`src/rtl/cal_trig_seq.sv`:
```
module cal_trig_seq #(
  parameter int CAL_LEN = 9,
  parameter logic [CAL_LEN-1:0] CAL_PAT = 9'b101100100,
  parameter int TRG_LEN = 5,
  parameter logic [TRG_LEN-1:0] TRG_PAT = 5'b11101,
  parameter int LAT_W = 8,
  parameter int GAP_W = 8,
  parameter int CNT_W = 16
) (
  input  logic             clk,
  input  logic             rst,
  input  logic             host_bit,
  input  logic             host_valid,
  output logic             host_ready,
  input  logic             start,
  input  logic             abort,
  input  logic [LAT_W-1:0] cfg_latency,
  input  logic [GAP_W-1:0] cfg_interval,
  input  logic [CNT_W-1:0] cfg_count,
  output logic             cmd_out,
  output logic             busy,
  output logic             done
);
  localparam int PAT_LEN = (CAL_LEN > TRG_LEN) ? CAL_LEN : TRG_LEN;
  localparam int IDX_W = (PAT_LEN > 1) ? $clog2(PAT_LEN) : 1;
  localparam int TMR_W = (LAT_W > GAP_W) ? LAT_W : GAP_W;

  typedef enum logic [2:0] {S_IDLE, S_CAL, S_LAT, S_TRG, S_GAP} state_t;

  state_t             state;
  logic [IDX_W-1:0]   idx;
  logic [TMR_W-1:0]   tmr;
  logic [CNT_W-1:0]   pairs, total;
  logic [LAT_W-1:0]   lat_q;
  logic [GAP_W-1:0]   gap_q;
  logic               stop_q, pass_q, done_q;
  logic [CAL_LEN-1:0] cal_sh;
  logic [TRG_LEN-1:0] trg_sh;
  logic               stop;

  assign busy       = (state != S_IDLE);
  assign host_ready = !busy && !start;
  assign stop       = stop_q || abort;
  assign done       = done_q;
  assign cal_sh     = CAL_PAT << idx;
  assign trg_sh     = TRG_PAT << idx;

  always_comb begin
    case (state)
      S_CAL:   cmd_out = cal_sh[CAL_LEN-1];
      S_TRG:   cmd_out = trg_sh[TRG_LEN-1];
      S_IDLE:  cmd_out = pass_q;
      default: cmd_out = 1'b0;
    endcase
  end

  always_ff @(posedge clk) begin
    if (rst) begin
      state  <= S_IDLE;
      idx    <= '0;
      tmr    <= '0;
      pairs  <= '0;
      total  <= '0;
      lat_q  <= '0;
      gap_q  <= '0;
      stop_q <= 1'b0;
      pass_q <= 1'b0;
      done_q <= 1'b0;
    end else begin
      done_q <= 1'b0;
      pass_q <= host_valid && host_ready && host_bit;
      if (abort && busy) stop_q <= 1'b1;
      case (state)
        S_IDLE: begin
          stop_q <= 1'b0;
          if (start && cfg_count != '0) begin
            state <= S_CAL;
            idx   <= '0;
            pairs <= '0;
            total <= cfg_count;
            lat_q <= cfg_latency;
            gap_q <= cfg_interval;
          end
        end
        S_CAL: begin
          if (idx == IDX_W'(CAL_LEN - 1)) begin
            idx <= '0;
            if (stop) state <= S_IDLE;
            else if (lat_q == '0) state <= S_TRG;
            else begin
              state <= S_LAT;
              tmr   <= TMR_W'(lat_q) - TMR_W'(1);
            end
          end else idx <= idx + IDX_W'(1);
        end
        S_LAT: begin
          if (stop) state <= S_IDLE;
          else if (tmr == '0) begin
            state <= S_TRG;
            idx   <= '0;
          end else tmr <= tmr - TMR_W'(1);
        end
        S_TRG: begin
          if (idx == IDX_W'(TRG_LEN - 1)) begin
            idx   <= '0;
            pairs <= pairs + CNT_W'(1);
            if (pairs + CNT_W'(1) == total) begin
              state  <= S_IDLE;
              done_q <= 1'b1;
            end else if (stop) state <= S_IDLE;
            else if (gap_q == '0) state <= S_CAL;
            else begin
              state <= S_GAP;
              tmr   <= TMR_W'(gap_q) - TMR_W'(1);
            end
          end else idx <= idx + IDX_W'(1);
        end
        S_GAP: begin
          if (stop) state <= S_IDLE;
          else if (tmr == '0) begin
            state <= S_CAL;
            idx   <= '0;
          end else tmr <= tmr - TMR_W'(1);
        end
        default: state <= S_IDLE;
      endcase
    end
  end

  assert_quiet_after_run_R3: assert property (@(posedge clk) disable iff (rst)
    $fell(busy) |-> !cmd_out);

  assert_start_emits_cal_R4: assert property (@(posedge clk) disable iff (rst)
    (state == S_IDLE && start && cfg_count != '0) |=> (state == S_CAL && cmd_out == CAL_PAT[CAL_LEN-1]));

  assert_trg_entry_R5: assert property (@(posedge clk) disable iff (rst)
    (state == S_TRG && $past(state) != S_TRG) |-> ($past(state) == S_LAT || $past(state) == S_CAL));

  assert_pair_bound_R7: assert property (@(posedge clk) disable iff (rst)
    busy |-> (pairs < total));

  assert_done_single_R8: assert property (@(posedge clk) disable iff (rst)
    done |-> (!busy && $past(state) == S_TRG) ##1 !done);

  assert_abort_wait_R9: assert property (@(posedge clk) disable iff (rst)
    ((state == S_LAT || state == S_GAP) && abort) |=> (state == S_IDLE && !done));
endmodule

```
`config.mk`:
```
export PLATFORM = sky130hd
export DESIGN_NAME = cal_trig_seq
export DESIGN_NICKNAME = d
export VERILOG_FILES = /design/src/rtl/cal_trig_seq.sv
export SDC_FILE = /design/constraint.sdc
export NUM_CORES = 1
export LEC_CHECK = 0
export ABC_AREA = 0
export CELL_PAD_IN_SITES_DETAIL_PLACEMENT = 0
export CELL_PAD_IN_SITES_GLOBAL_PLACEMENT = 1
export CORE_MARGIN = 10
export CORE_UTILIZATION = 45
export DETAILED_ROUTE_END_ITERATION = 12
export PLACE_DENSITY_LB_ADDON = 0.1
export SLEW_MARGIN = 20
export SYNTH_ARGS = -nofsm -noshare
export SYNTH_HDL_FRONTEND = slang
export SYNTH_SLANG_ARGS = --single-unit
```
`constraint.sdc`:
```
create_clock -name clk -period 4.2 [get_ports clk]
set_input_delay 0.42 -clock clk [delete_from_list [all_inputs] [get_ports clk]]
set_output_delay 0.42 -clock clk [all_outputs]
set_load 0.01 [all_outputs]
```
Word-level counts from Yosys, hierarchy flattened
Cells that the tools add are included.

word-level totals
  output and inout port bits = 4
  register bits after elaboration = 66

operators by class
  shifts and indexed selects = 2
  bitwise logic cells = 2
  muxes and demuxes = 34
  eq/ne operators = 20
  $add $sub $neg = 5
  reduce and logical (&&, ||, !) cells = 25

operators with widths
  cell                                              number
  two-way mux 8 bit                                 9
  two-way mux 16 bit                                2
  case mux 16 bit (2 select lines)                  1
  two-way mux 3 bit                                 10
  zero test 8 bit                                   3
  case mux 8 bit (3 select lines)                   1
  subtractor 8 x 1 -> 8 bit, second input constant  3
  two-way mux 4 bit                                 5
  inequality test 2 bit, second input constant      10
  adder 16 x 1 -> 16 bit, second input constant     1
  == test 16 bit                                    1
  case mux 4 bit (4 select lines)                   1
  nonzero test 16 bit                               1
  case mux 3 bit (5 select lines)                   1
  AND reduction 10 bit                              1
  left shift 9 x 4 -> 9 bit, first input constant   1
  == test 3 x 2 -> 1 bit, second input constant     2
  inequality test 3 bit, second input constant      2
  nonzero test 3 bit                                2
  logical AND 1 bit                                 5
  AND reduction 5 bit                               1
  left shift 5 x 4 -> 5 bit, first input constant   1
  adder 4 x 1 -> 4 bit, second input constant       1
  == test 4 x 3 -> 1 bit, second input constant     1
  18 further kinds                                  22

Longest topological paths before layout
  depth after elaboration = 6
  mapped depth = 12
  mapped depth without buffers = 10

Worst setup path before layout
Ideal clock, no wire load.

  kind = register -> register
  from = register pairs[1]
  to = register tmr[0]
  data arrival time = 2.747 ns
  path slack = 1.332 ns
  cell stages (with the launch flop) = 10
  setup time = 0.121 ns
  path buffers = 1
  data required time = 4.079 ns
  cells stage by stage = dfxtp_1 ha_1 clkbuf_2 nand4_2 or4_1 xnor2_1 nand4b_1 or4_4 a21oi_4 mux2_2

on the way
  cells in the longest elaborated chain, start to end = 4

RTL lines
  what                                    RTL line  source
  from (decl)                             33        logic [CNT_W-1:0] pairs, total;
  from (signal assigned)                  106       pairs <= pairs + CNT_W'(1);
  adder 16 x 1 -> 16 bit                  107       if (pairs + CNT_W'(1) == total) begin
  == test 16 bit                          107
  inequality test 2 bit (no source line)  n/a
  AND reduction 10 bit (no source line)   n/a
  to (signal assigned)                    101       end else tmr <= tmr - TMR_W'(1);
  to (signal assigned)                    114       tmr <= TMR_W'(gap_q) - TMR_W'(1);
  to (signal assigned)                    123       end else tmr <= tmr - TMR_W'(1);
  to (decl)                               32        logic [TMR_W-1:0] tmr;

Every way passes these cells.
A chain may end at the register's enable or synchronous reset.

Worst setup path after layout
  from = register pairs[4]
  to = register tmr[2]

The elaborated chain is that of the path after synthesis.

==> metrics.md <==
| Metric | Value |
|---|---|
| Clock root cell | clkbuf_8 |
| Port Buffer Count | 41 |
| Post-layout nets | 590 |
| Leakage | 1.60 nW |
| Filler instances | 873 |
| CTS tree | done |
| Hold crit path type | reg2reg |
| Worst hold stages | 2 |
| Vias in the first global route | 3500 |
| DRC Markers | 0 |
| Initial core utilization | 45.7% |
| Initial DRC Count | 266 |
| Rows | 34 |
| # hold bufs at CTS | 0 |
| Cells after synthesis | 529 |
| Final instance area | 4540 µm² |
| Routed WL per cell | 16.9 µm |
| Synth top area cells | dfxtp_1 (34%), nand2_1 (8.4%), a21oi_1 (8.3%), nor2_1 (4.2%), xnor2_1 (3.1%) |
| RR Endpoint | tmr[2] |
| Clk Latency, worst-skew pair | 0.35 ns |
| Max Slew Vio Count | 0 |
| Initial antenna violation count | 0 |
| Final WL | 11100 µm |
| Max VDD drop | 0.222 mV |
| Pwr/cell area | 359 nW/µm² |
| Clock buffer depth | 2 |
| Crit end category | flip-flop |
| Clock sinks | 66 |
| Dpl hpwl | 8040 µm |
| Pwr Total | 0.00163 W |
| Post-synth EDFFs | 0 |
| Sequential fraction of the synthesis area | 33.6% |
| Post-CTS setup buffer count | 0 |
| Fmax | 306 MHz |
| Status | finished, final reports clean |
| GRT Resource Usage Total | 16.9% |
| N_diodes | 0 |
| Gr ovfl total | 0 |
| Resize count post-CTS | 0 |
| CP required | 4.44 ns |
| RSZ-0062 raised after global routing | no |
| Via count | 3802 |
| Critical Path Start Type | flip-flop |
| Max_cap viols | 0 |
| CP Max Fanout | 10 |
| Flop-to-flop setup slack | 0.93 ns |
| Tmin final | 3.27 ns |
| Core ar. | 8590 µm² |
| Hold Startpoint | total[5] |
| Area of the multi-input gates | 2390 µm² |
| Crit path cell chain | nand3_2 > or4_1 > nor2_2 > a31oi_1 > or4_4 > a21oi_4 > mux2_2 |
| Critical path origin | pairs[4] |
| Final Setup Violations | 0 |
| H-tree lvl count | 3 |
| Share of the synthesized area in the top cell type | 33.6% |
| Post-synth top area cell | dfxtp_1 |
| DIE HEIGHT | 113 µm |
| First-pass GRT wire length | 17900 µm |
| Number of detailed-routing iterations run before antenna repair | 5 |
| Yosys cell types | 57 |
| Slew margin rel. | 45.4% |
| Place WS | 0.958 ns |
| Critical path arrival | 3.51 ns |
| Synthesized cell area | 3930 µm² |
| Synth cell count leaders | nand2_1 (88), dfxtp_1 (66), a21oi_1 (65), nor2_1 (44), clkbuf_1 (31) |
| Placer Congestion | 0.933 |
| Final worst-path cycle share | 77.9% |
| TritonCTS Buffers | 9 |
| Clk slew on worst S/H paths | 0.08 ns |
| Die Wd | 113 µm |
| Setup TNS Final | 0 ns |
| Post-layout util | 52.8% |
| Avg Cell Area, Syn | 7.43 µm² |
| Layout cell share with drive strength beyond 1 | 6.91% |
| Synthesis-to-layout area growth | 15.4% |
| Die area | 12900 µm² |
| FF-to-FF path depth | 7 |
| Pin count of the biggest net entering global routing | 43 |
| Dpl cell area | 4330 µm² |
| Final Hold Vio Count | 0 |
| Post-synth top flop | dfxtp_1 |
| Final WS setup | 0.927 ns |
| FF/Latch Area | 1320 µm² |
| Post-route antenna net violation count | 0 |
| IO Pins | 42 |
| Vias per inst | 5.78 |
| Hold Crit Endpoint | total[5] |
| Syn_nets | 574 |
| Peak per-stage delay on the critical path | 0.69 ns |
| Slew of the pin with the lowest slew margin | 0.818 ns |
| Async set-or-reset flop fraction in the synthesized netlist | 0% |
| Most frequent cell after synthesis | nand2_1 |
| Synth warn | 0 |
| Fin Clk Skew | 0.00802 ns |
| Slowest cell on the critical path | or4_1 |
| CP Class | reg2reg |
| FF+latch count, synth | 66 |
| Start of the worst register-to-register path | pairs[4] |
-- per-stage QoR --
step                      hold slack, ns  cells
after global placement             0.463    642
after floorplan                    0.448    529
final                              0.477    658
after global routing               0.501    658
after CTS                          0.479    658
after detailed placement           0.466    642
-- sequential cells by signal, indices dropped and copies added (netlist names) --
signal / flops
tmr: 8
pass_q: 1
gap_q: 8
lat_q: 8
pairs: 16
total: 16
state: 3
idx: 4
done: 1
stop_q: 1
-- how the worst max path moves through the flow --
stage	to
6_report	tmr[2]
5_1_grt	tmr[5]
4_1_cts	tmr[2]
3_5_place_dp	tmr[7]
3_3_place_gp	tmr[5]
2_1_floorplan	tmr[0]
-- logic make-up after synthesis --
kind of cell	after synthesis	synth area share, %
AOI/OAI and AO/OA	130	20.2
adders and majority gates	7	2.23
and+or+nand+nor	242	30.4
buffers and inverters	52	5.41
muxes	10	2.83
xor gates and xnor gates	22	5.29
DFF	66	33.6
-- critical path: cells and delay by family (launching register included) --
family / cells / cell delay, ns
AOI/OAI and AO/OA: 2 / 0.43
DFF: 1 / 0.59
muxes: 1 / 0.37
and+or+nand+nor: 4 / 1.77
-- cell usage in the layout, fill, tap and decap left out, drive strengths merged, types with 7 or more instances in the layout --
cell,n
nand2,88
dfxtp,66
a21oi,66
nor2,45
clkdlybuf4s50,40
o21ai,20
nor3,16
nor4,16
xnor2,14
nand3,14
inv,12
nor2b,12
clkbuf,10
or3,9
or4,9
mux2,9
a31oi,8
xor2,7
ha,7
-- area by class of cell --
cell class,instances,share of cell area (%)
clock inverter,6,1.46
multi-input combinational,411,52.8
timing repair buffer,45,9.60
clock buffer,10,3.03
sequential,66,29.1
tap,108,2.98
inverter,12,0.993
-- metal layers --
| layer | up-vias | wire length, µm | part of all wire [%] | global-route usage [%] |
|---|---|---|---|---|
| met5 | - | 0 | 0 | 0 |
| met4 | 0 | 111 | 1.0 | 4.57 |
| met3 | 10 | 866 | 7.8 | 4.93 |
| met2 | 145 | 4790 | 43 | 24.8 |
| met1 | 1746 | 5360 | 48 | 23.4 |
| li1 | 1901 | - | - | - |
-- report_power, final --
group	internal, W	switching [W]	leakage, nW
combinational	0.000162	0.000194	0.966
sequential	0.000665	0.0000473	0.538
clock	0.000290	0.000269	0.0945
No activity file was read; power rests on OpenSTA's default activity.
